File: src/rtl/uart_txq_pkg.sv
package uart_txq_pkg;

    // Bits needed to hold an occupancy from 0 to depth inclusive.
    function automatic int unsigned cnt_bits(input int unsigned depth);
        return $clog2(depth + 1);
    endfunction

    // Bits needed to address depth slots.
    function automatic int unsigned ptr_bits(input int unsigned depth);
        return (depth > 1) ? $clog2(depth) : 1;
    endfunction

    // Status bundle produced by the flag logic.
    typedef struct packed {
        logic room;     // space for one more character
        logic drained;  // queue and shifter idle
        logic level;    // free slots at or above programmed level
    } txq_flag_t;

endpackage

File: src/rtl/uart_txq_ptr.sv
module uart_txq_ptr #(
    parameter int unsigned DEPTH = 24,
    localparam int unsigned PTR_W = uart_txq_pkg::ptr_bits(DEPTH)
) (
    input  logic             clk,
    input  logic             rst,
    input  logic             adv,
    output logic [PTR_W-1:0] ptr
);
    localparam logic [PTR_W-1:0] LAST = PTR_W'(DEPTH - 1);

    typedef struct packed {
        logic [PTR_W-1:0] ptr;
    } ptr_state_t;

    ptr_state_t st_d, st_q;

    always_comb begin
        st_d = st_q;
        if (adv) begin
            st_d.ptr = (st_q.ptr == LAST) ? '0 : st_q.ptr + 1'b1;
        end
    end

    always_ff @(posedge clk) begin
        if (rst) st_q <= '0;
        else     st_q <= st_d;
    end

    assign ptr = st_q.ptr;
endmodule

File: src/rtl/uart_txq_store.sv
module uart_txq_store #(
    parameter int unsigned DEPTH  = 24,
    parameter int unsigned DATA_W = 8,
    localparam int unsigned CNT_W = uart_txq_pkg::cnt_bits(DEPTH)
) (
    input  logic              clk,
    input  logic              rst,
    input  logic              wr_en,
    input  logic [DATA_W-1:0] wr_data,
    input  logic              shifter_busy,
    output logic              push_fire,
    output logic              pop_fire,
    output logic [DATA_W-1:0] head,
    output logic [CNT_W-1:0]  fill
);
    localparam int unsigned PTR_W = uart_txq_pkg::ptr_bits(DEPTH);
    localparam int unsigned WR_SIDE = 0;
    localparam int unsigned RD_SIDE = 1;
    localparam logic [CNT_W-1:0] FULL_CNT = CNT_W'(DEPTH);

    typedef struct packed {
        logic [DEPTH-1:0][DATA_W-1:0] slots;
        logic [CNT_W-1:0]             fill;
    } store_state_t;

    store_state_t st_d, st_q;

    logic [1:0]            adv;
    logic [1:0][PTR_W-1:0] ptrs;

    // One wrapping pointer for the tail and one for the head.
    for (genvar g = 0; g < 2; g++) begin : g_ptr
        uart_txq_ptr #(.DEPTH(DEPTH)) u_ptr (
            .clk (clk),
            .rst (rst),
            .adv (adv[g]),
            .ptr (ptrs[g])
        );
    end

    logic push, take;

    always_comb begin
        // Acceptance uses the occupancy held before this edge.
        push = wr_en && (st_q.fill != FULL_CNT);
        take = !shifter_busy && (st_q.fill != '0);

        st_d = st_q;
        for (int i = 0; i < int'(DEPTH); i++) begin
            if (push && (ptrs[WR_SIDE] == PTR_W'(i))) begin
                st_d.slots[i] = wr_data;
            end
        end

        case ({push, take})
            2'b10:   st_d.fill = st_q.fill + 1'b1;
            2'b01:   st_d.fill = st_q.fill - 1'b1;
            default: st_d.fill = st_q.fill;
        endcase

        adv[WR_SIDE] = push;
        adv[RD_SIDE] = take;
    end

    always_ff @(posedge clk) begin
        if (rst) st_q <= '0;
        else     st_q <= st_d;
    end

    assign push_fire = push;
    assign pop_fire  = take;
    assign head      = st_q.slots[ptrs[RD_SIDE]];
    assign fill      = st_q.fill;
endmodule

File: src/rtl/uart_txq_flags.sv
module uart_txq_flags #(
    parameter int unsigned DEPTH = 24,
    localparam int unsigned CNT_W = uart_txq_pkg::cnt_bits(DEPTH)
) (
    input  logic                   shifter_busy,
    input  logic [CNT_W-1:0]       fill,
    input  logic [CNT_W-1:0]       level_cfg,
    input  logic                   rdy_irq_en,
    input  logic                   lvl_irq_en,
    output uart_txq_pkg::txq_flag_t flags,
    output logic                   rdy_irq,
    output logic                   lvl_irq
);
    import uart_txq_pkg::*;

    localparam logic [CNT_W-1:0] FULL_CNT = CNT_W'(DEPTH);

    logic [CNT_W-1:0] free_d;
    txq_flag_t        flags_d;

    always_comb begin
        free_d          = FULL_CNT - fill;
        flags_d.room    = (fill != FULL_CNT);
        flags_d.drained = (fill == '0) && !shifter_busy;
        flags_d.level   = (free_d >= level_cfg);
    end

    assign flags   = flags_d;
    assign rdy_irq = flags_d.room  && rdy_irq_en;
    assign lvl_irq = flags_d.level && lvl_irq_en;
endmodule

File: src/rtl/uart_tx_queue.sv
module uart_tx_queue #(
    parameter int unsigned DEPTH  = 24,
    parameter int unsigned DATA_W = 8,
    localparam int unsigned CNT_W = uart_txq_pkg::cnt_bits(DEPTH)
) (
    input  logic              clk,
    input  logic              rst,
    input  logic              wr_en,
    input  logic [DATA_W-1:0] wr_data,
    input  logic              shifter_busy,
    input  logic [CNT_W-1:0]  level_cfg,
    input  logic              rdy_irq_en,
    input  logic              lvl_irq_en,
    output logic              pop,
    output logic [DATA_W-1:0] pop_data,
    output logic [CNT_W-1:0]  count,
    output logic              tx_ready,
    output logic              tx_empty,
    output logic              lvl_reached,
    output logic              rdy_irq,
    output logic              lvl_irq
);
    import uart_txq_pkg::*;

    logic             push_fire;
    logic             pop_fire;
    logic [CNT_W-1:0] fill;
    txq_flag_t        flags;

    uart_txq_store #(.DEPTH(DEPTH), .DATA_W(DATA_W)) u_store (
        .clk          (clk),
        .rst          (rst),
        .wr_en        (wr_en),
        .wr_data      (wr_data),
        .shifter_busy (shifter_busy),
        .push_fire    (push_fire),
        .pop_fire     (pop_fire),
        .head         (pop_data),
        .fill         (fill)
    );

    uart_txq_flags #(.DEPTH(DEPTH)) u_flags (
        .shifter_busy (shifter_busy),
        .fill         (fill),
        .level_cfg    (level_cfg),
        .rdy_irq_en   (rdy_irq_en),
        .lvl_irq_en   (lvl_irq_en),
        .flags        (flags),
        .rdy_irq      (rdy_irq),
        .lvl_irq      (lvl_irq)
    );

    logic unused_push;
    assign unused_push = push_fire;

    assign pop         = pop_fire;
    assign count       = fill;
    assign tx_ready    = flags.room;
    assign tx_empty    = flags.drained;
    assign lvl_reached = flags.level;
endmodule

File: config.mk
export PLATFORM = sky130hd
export DESIGN_NAME = uart_tx_queue
export DESIGN_NICKNAME = d
export VERILOG_FILES = /design/src/rtl/uart_txq_pkg.sv /design/src/rtl/uart_txq_ptr.sv /design/src/rtl/uart_txq_store.sv /design/src/rtl/uart_txq_flags.sv /design/src/rtl/uart_tx_queue.sv
export SDC_FILE = /design/constraint.sdc
export NUM_CORES = 1
export LEC_CHECK = 0
export BUFFER_PORTS_ARGS = -buffer_cell sky130_fd_sc_hd__clkbuf_2
export CAP_MARGIN = 40
export CORE_AREA = 2 2 137 139
export DETAILED_ROUTE_END_ITERATION = 8
export DIE_AREA = 0 0 139 141
export PLACE_DENSITY = 0.71
export SLEW_MARGIN = 20
export SYNTH_ARGS = -nofsm -noshare
export SYNTH_HDL_FRONTEND = slang
export SYNTH_SLANG_ARGS = --single-unit
File: constraint.sdc
create_clock -name clk -period 3.9 [get_ports clk]
set_input_delay 0.78 -clock clk [delete_from_list [all_inputs] [get_ports clk]]
set_output_delay 0.78 -clock clk [all_outputs]
set_load 0.01 [all_outputs]
==> results of run 1 <==
[critical path, stage by stage, from the launching register on]
cell and delay [ps]:
dfxtp_4 510, buf_12 280, buf_4 330, mux2i_1 130, a22oi_1 260, o211ai_1 190
nand3_1 180, clkbuf_2 150
[power by group]
group          switching, W  internal [W]  total (W)
Combinational      0.000541      0.000388   0.000928
Sequential        0.0000889       0.00216    0.00225
Clock              0.000835       0.00122    0.00206
Total               0.00146       0.00377    0.00523
[state kept, by name, summed over array words and instances, names as in the netlist]
| register | count |
|---|---|
| u_store.fill | 5 |
| u_store.g_ptr.u_ptr.ptr | 10 |
| u_store.st_q | 192 |
[final cells by class]
cell class                      count  area [µm²]
Clock buffer                       33         653
Clock inverter                      6        55.1
Fill cell                        1642        7500
Inverter                           14        52.6
Multi-Input combinational cell    801        5130
Sequential cell                   207        4150
Tap cell                          234         293
Timing Repair Buffer               64         430
[worst max path at each step]
stage                                  startpoint         endpoint  slack (ps)  cells after the start
floorplan                                   wr_en  u_store.fill[4]         840                     14
global placement                            wr_en  u_store.fill[4]         850                     11
detailed placement                u_store.fill[0]  u_store.fill[4]         830                     13
CTS                 u_store.g_ptr[1].u_ptr.ptr[0]      pop_data[0]         540                      7
global route                      u_store.fill[0]          lvl_irq         380                     10
finish              u_store.g_ptr[1].u_ptr.ptr[0]      pop_data[0]         560                      7
[per-stage QoR]
stage	instances	total power, W
global placement	1318	0.00320
CTS	1358	0.00525
finish	1359	0.00523
floorplan	1121	0.00298
global route	1359	0.00543
detailed placement	1319	0.00321
[per-layer routing]
layer	up-vias	GRT usage [%]	routed length (µm)	share of wire, %
li1	3886	-	-	-
met3	45	3.43	1730	6.6
met4	0	8.24	584	2.2
met2	274	41.8	12100	46
met1	3906	36.2	11600	45
met5	-	0	0	0
[cells in the final DEF (no fill, tap or decap), types with 2 or more instances in the layout]
master and instances:
buf_6 2, mux2i_1 129, xor2_1 7, dfxtp_1 206
ha_1 15, clkbuf_1 6, nor2_1 90, a31oi_1 2
nor3_4 4, a221oi_1 2, clkbuf_16 23, o21ai_0 94
clkbuf_8 4, clkinv_2 5, nor3_1 4, nand3_1 49
and3_1 2, nand4_4 6, xnor2_1 8, nand4_2 2
o211ai_1 14, buf_4 24, nand2b_1 5, nor4b_1 2
a21oi_1 150, mux4_2 16, a22oi_1 18, inv_1 12
and2_1 4, clkbuf_2 36, nor2b_1 2, nand2_1 162
[logic make-up after synthesis]
kind of cell | after synthesis | share of synthesized area [%]
flip-flops | 207 | 42.3
multiplexers | 145 | 16.9
adder cells (fa/ha/maj) | 15 | 1.92
buffers and inverters | 113 | 5.33
AND/OR/NAND/NOR | 342 | 16.6
AO/OA/AOI/OAI | 284 | 15.6
XOR/XNOR | 15 | 1.34
==> impl_metrics.py, run 1 <==
metrics = {
    "grt": {
        "grt_pass1_vias": 7718,
        "grt_max_degree": 116,
        "grt_pass1_wl_mm": 41.2,
        "antenna_found_initial": 0,
        "grt_util_all_layers_pct": 25.9,
        "grt_overflow_total": 0,
    },
    "floorplanning": {
        "die_h_um": 141,
        "die_area_um2": 19600,
        "die_w_um": 139,
        "num_rows": 50,
        "io_pins": 38,
        "initial_core_util_pct": 53.6,
        "core_um2": 18300,
    },
    "logic_synthesis": {
        "async_flop_share_pct": 0,
        "dominantRegCellSynth": "dfxtp_1",
        "synth_commonest_cells": "207 x dfxtp_1, 162 x nand2_1, 150 x a21oi_1",
        "synth_cells": 1121,
        "synthTopCellsByArea": "dfxtp_1 42%, mux2i_1 13%, a21oi_1 7.7%",
        "synth_seq_cells": 207,
        "yosys.area.top_type": "dfxtp_1",
        "synth_most_common_cell": "dfxtp_1",
        "ys_seq_area_share_pct": 42.3,
        "synth.distinct_cells": 46,
        "synth_edf_count": 0,
        "syn_avg_cell_area_um2": 8.73,
        "mappedNetlistNets": 1155,
        "post-synth-top-area-fraction_pct": 42.3,
        "yosysWarnings": 0,
        "syn_area_um2": 9790,
    },
    "place": {
        "dpl_cell_area_um2": 10000,
        "pre_cts_ws_ps": 830,
        "gp_congestion": 0.874,
        "hpwlAfterDp_mm": 16.5,
        "io_buffers": 37,
    },
    "clock_network": {
        "cts_buffer_depth": 3,
        "cts.sinks": 207,
        "cts_buffers": 23,
        "cts_setup_buffers": 0,
        "clock_latency_ps": 500,
        "tritoncts": "yes",
        "cts_root_buf": "clkbuf_16",
        "cts-resized-gates": 0,
        "hold_buffers": 0,
        "path_clk_slew_ps": 60,
        "h-tree-depth": 1,
    },
    "critical_path": {
        "endpoint_kind": "output pin",
        "cp-start-kind": "flip-flop",
        "cp.required_ps": 3120,
        "critPathMaxFanout": 30,
        "reg2reg_slack_ps": 820,
        "path_class": "reg -> out",
        "reg2regPathDepth": 13,
        "worstPathArrival_ps": 2560,
        "reg2reg_from": "u_store.fill[0]",
        "r2r_end": "u_store.fill[4]",
    },
    "detailed_routing": {
        "drc": 0,
        "vias": 8111,
        "dr.pass1.iters": 5,
        "initialDrtViolationCount": 707,
        "wl_mm": 26.0,
        "ant_nets": 0,
        "wl_per_cell_um": 19.1,
        "via_per_inst": 5.97,
    },
    "min_path": {
        "hp-start": "u_store.st_q[169]",
        "holdPathStages": 2,
        "hold_path_class": "reg -> reg",
        "hold_path_end": "u_store.st_q[169]",
    },
    "run_status": {
        "status": "complete, no violations",
    },
    "final_layout": {
        "diodes": 0,
        "final_nets": 1145,
        "drive_gt1_share_pct": 11.8,
        "fin_area_um2": 10800,
        "syn_to_final_growth_pct": 9.96,
        "final_util_pct": 58.9,
    },
    "power_and_ir_drop": {
        "ir_drop_uv": 355,
        "p_leak_nw": 3.89,
        "power_density_nw_per_um2": 486,
    },
    "timing": {
        "worst_slack_ps": 555,
        "fin_crit_sh_pct": 85.8,
        "skew_ps": 18.7,
        "rsz0062_at_grt": "false",
        "setup_tns_ps": 0,
        "relSlewSlack_pct": 50.2,
        "tightest_slew_ps": 747,
        "fmax_mhz": 299,
        "finalHoldViolations": 0,
        "setup_viol": 0,
        "drv_slew": 0,
        "hold_ws_ps": 455,
        "post-route-min-period_ps": 3340,
    },
    "run": {
        "maxCapViolations": 0,
    },
}
(Power assumes the default switching activity.)
==> run 2: changes to the inputs <==
--- a/config.mk
+++ b/config.mk
@@ -7,10 +7,10 @@
 export LEC_CHECK = 0
 export BUFFER_PORTS_ARGS = -buffer_cell sky130_fd_sc_hd__clkbuf_2
 export CAP_MARGIN = 40
-export CORE_AREA = 2 2 137 139
+export CORE_AREA = 2 2 129 131
 export DETAILED_ROUTE_END_ITERATION = 8
-export DIE_AREA = 0 0 139 141
-export PLACE_DENSITY = 0.71
+export DIE_AREA = 0 0 131 133
+export PLACE_DENSITY = 0.79
 export SLEW_MARGIN = 20
 export SYNTH_ARGS = -nofsm -noshare
 export SYNTH_HDL_FRONTEND = slang
==> constraint.sdc (replaced) <==
create_clock -name clk -period 3.9 [get_ports clk]
set_input_delay 0.585 -clock clk [delete_from_list [all_inputs] [get_ports clk]]
set_output_delay 0.585 -clock clk [all_outputs]
set_load 0.01 [all_outputs]
==> impl_metrics.py, run 2 (same netlist as run 1, synthesis figures left out) <==
metrics = {
    "clock_network": {
        "cts.sinks": 207,
        "hold_buffers": 0,
        "cts_buffer_depth": 3,
        "cts_root_buf": "clkbuf_16",
        "h-tree-depth": 1,
        "tritoncts": "yes",
        "cts-resized-gates": 0,
        "path_clk_slew_ps": 60,
        "clock_latency_ps": 500,
        "cts_buffers": 22,
        "cts_setup_buffers": 0,
    },
    "critical_path": {
        "cp_num_buf_inv": 3,
        "cp.required_ps": 3310,
        "r2r_end": "u_store.fill[4]",
        "worstPathArrival_ps": 2650,
        "crit_family": "buffers and inverters",
        "critPathMaxFanout": 15,
        "cp-start-kind": "flip-flop",
        "reg2reg_from": "u_store.fill[0]",
        "cpPeakStageDelay_ps": 640,
        "endpoint_kind": "output pin",
        "reg2regPathDepth": 12,
        "slowest_stage": "dfxtp_1",
        "path_class": "reg -> out",
        "crit_chain": "clkinv_1 -> nor2_1 -> buf_4 -> a22oi_1 -> o211ai_1 -> nand3_1 -> clkbuf_2",
        "reg2reg_slack_ps": 750,
    },
    "floorplanning": {
        "die_w_um": 131,
        "io_pins": 38,
        "die_area_um2": 17400,
        "initial_core_util_pct": 60.5,
        "num_rows": 47,
        "core_um2": 16200,
        "die_h_um": 133,
    },
    "grt": {
        "antenna_found_initial": 1,
        "grt_util_all_layers_pct": 29.5,
        "grt_pass1_vias": 7559,
        "grt_pass1_wl_mm": 40.6,
        "grt_max_degree": 89,
        "grt_overflow_total": 0,
    },
    "final_layout": {
        "multi_input_area_um2": 5130,
        "seqCellArea_um2": 4150,
        "mostFrequentLayoutCell": "dfxtp_1",
        "layout_common_cells": "206 x dfxtp_1, 162 x nand2_1, 150 x a21oi_1",
        "drive_gt1_share_pct": 11.4,
        "syn_to_final_growth_pct": 9.16,
        "finalNonFillerCells": 1338,
        "largest_reg_flops": 192,
        "top_register": "u_store.st_q",
        "fill_cells": 1321,
        "diodes": 0,
        "final_nets": 1140,
    },
    "timing": {
        "relSlewSlack_pct": 47.9,
        "rsz0062_at_grt": "false",
        "fin_crit_sh_pct": 83.0,
        "post-route-min-period_ps": 3240,
        "drv_slew": 0,
        "tightest_slew_ps": 782,
        "setup_tns_ps": 0,
        "fmax_mhz": 309,
        "setup_viol": 0,
        "finalHoldViolations": 0,
        "skew_ps": 9.16,
    },
    "detailed_routing": {
        "dr.pass1.iters": 5,
        "via_per_inst": 6.11,
        "wl_per_cell_um": 19.1,
        "initialDrtViolationCount": 916,
        "ant_nets": 0,
        "wl_mm": 25.6,
        "drc": 0,
        "vias": 8178,
    },
    "place": {
        "gp_congestion": 0.861,
        "post-place-cells": 1301,
        "hpwlAfterDp_mm": 16.1,
        "io_buffers": 37,
    },
    "min_path": {
        "hold_path_class": "reg -> reg",
        "holdPathStages": 2,
        "hp-start": "u_store.st_q[174]",
        "hold_path_end": "u_store.st_q[174]",
    },
    "power_and_ir_drop": {
        "power_density_nw_per_um2": 488,
        "p_leak_nw": 3.85,
        "ir_drop_uv": 405,
    },
    "run_status": {
        "status": "complete, no violations",
    },
    "run": {
        "maxCapViolations": 0,
    },
}
==> run 2: per-stage QoR <==
step	power, W	hold WS (ps)	setup slack, ps	cell area, µm²	util, %
6_report	0.00521	455	663	10700	66.1
2_1_floorplan	0.00298	433	866	9790	-
3_3_place_gp	0.00319	439	928	9970	61.7
4_1_cts	0.00523	454	702	10700	66.0
3_5_place_dp	0.00320	445	782	9980	61.7
5_1_grt	0.00540	473	508	10700	66.1
==> run 2: worst max path at each step <==
stage | startpoint | slack [ps] | to | cells past startpoint
after floorplan | u_store.fill[0] | 870 | u_store.fill[4] | 16
after global placement | u_store.fill[0] | 930 | u_store.fill[4] | 13
after detailed placement | u_store.fill[0] | 780 | u_store.fill[4] | 13
after CTS | u_store.g_ptr[1].u_ptr.ptr[0] | 700 | pop_data[2] | 6
after global routing | u_store.g_ptr[1].u_ptr.ptr[0] | 510 | pop_data[4] | 6
final | u_store.g_ptr[1].u_ptr.ptr[2] | 660 | pop_data[3] | 7
==> run 2: worst register-to-register path: stages (launching register included) <==
cell and delay [ps]:
dfxtp_1 450, inv_1 110, ha_1 290, nor4b_1 190
nor2_1 460, ha_1 430, xor2_1 110, ha_1 190
a21oi_1 240, a22oi_1 140, a31oi_1 210, xnor2_1 140
nor2_1 50
==> run 2: layout make-up <==
cell class / count / share of cell area (%)
repair buffers: 60 / 3.56
clock buffers: 31 / 6.04
clock inverters: 5 / 0.492
multi-input cells: 801 / 48.0
well taps: 220 / 2.58
flip-flops and latches: 207 / 38.8
inverters: 14 / 0.492
==> run 2: routing by layer <==
metal | global-route usage (%) | share of wire [%] | vias up
met2 | 44.8 | 46 | 354
li1 | - | - | 3861
met4 | 10.3 | 3.1 | 0
met1 | 41.4 | 42 | 3905
met5 | 0 | 0 | -
met3 | 6.71 | 8.5 | 58
==> run 2: power breakdown <==
| part | internal [W] | switching, W |
|---|---|---|
| registers | 0.00216 | 0.000121 |
| logic | 0.000383 | 0.000499 |
| clock network | 0.00121 | 0.000839 |
| total | 0.00375 | 0.00146 |
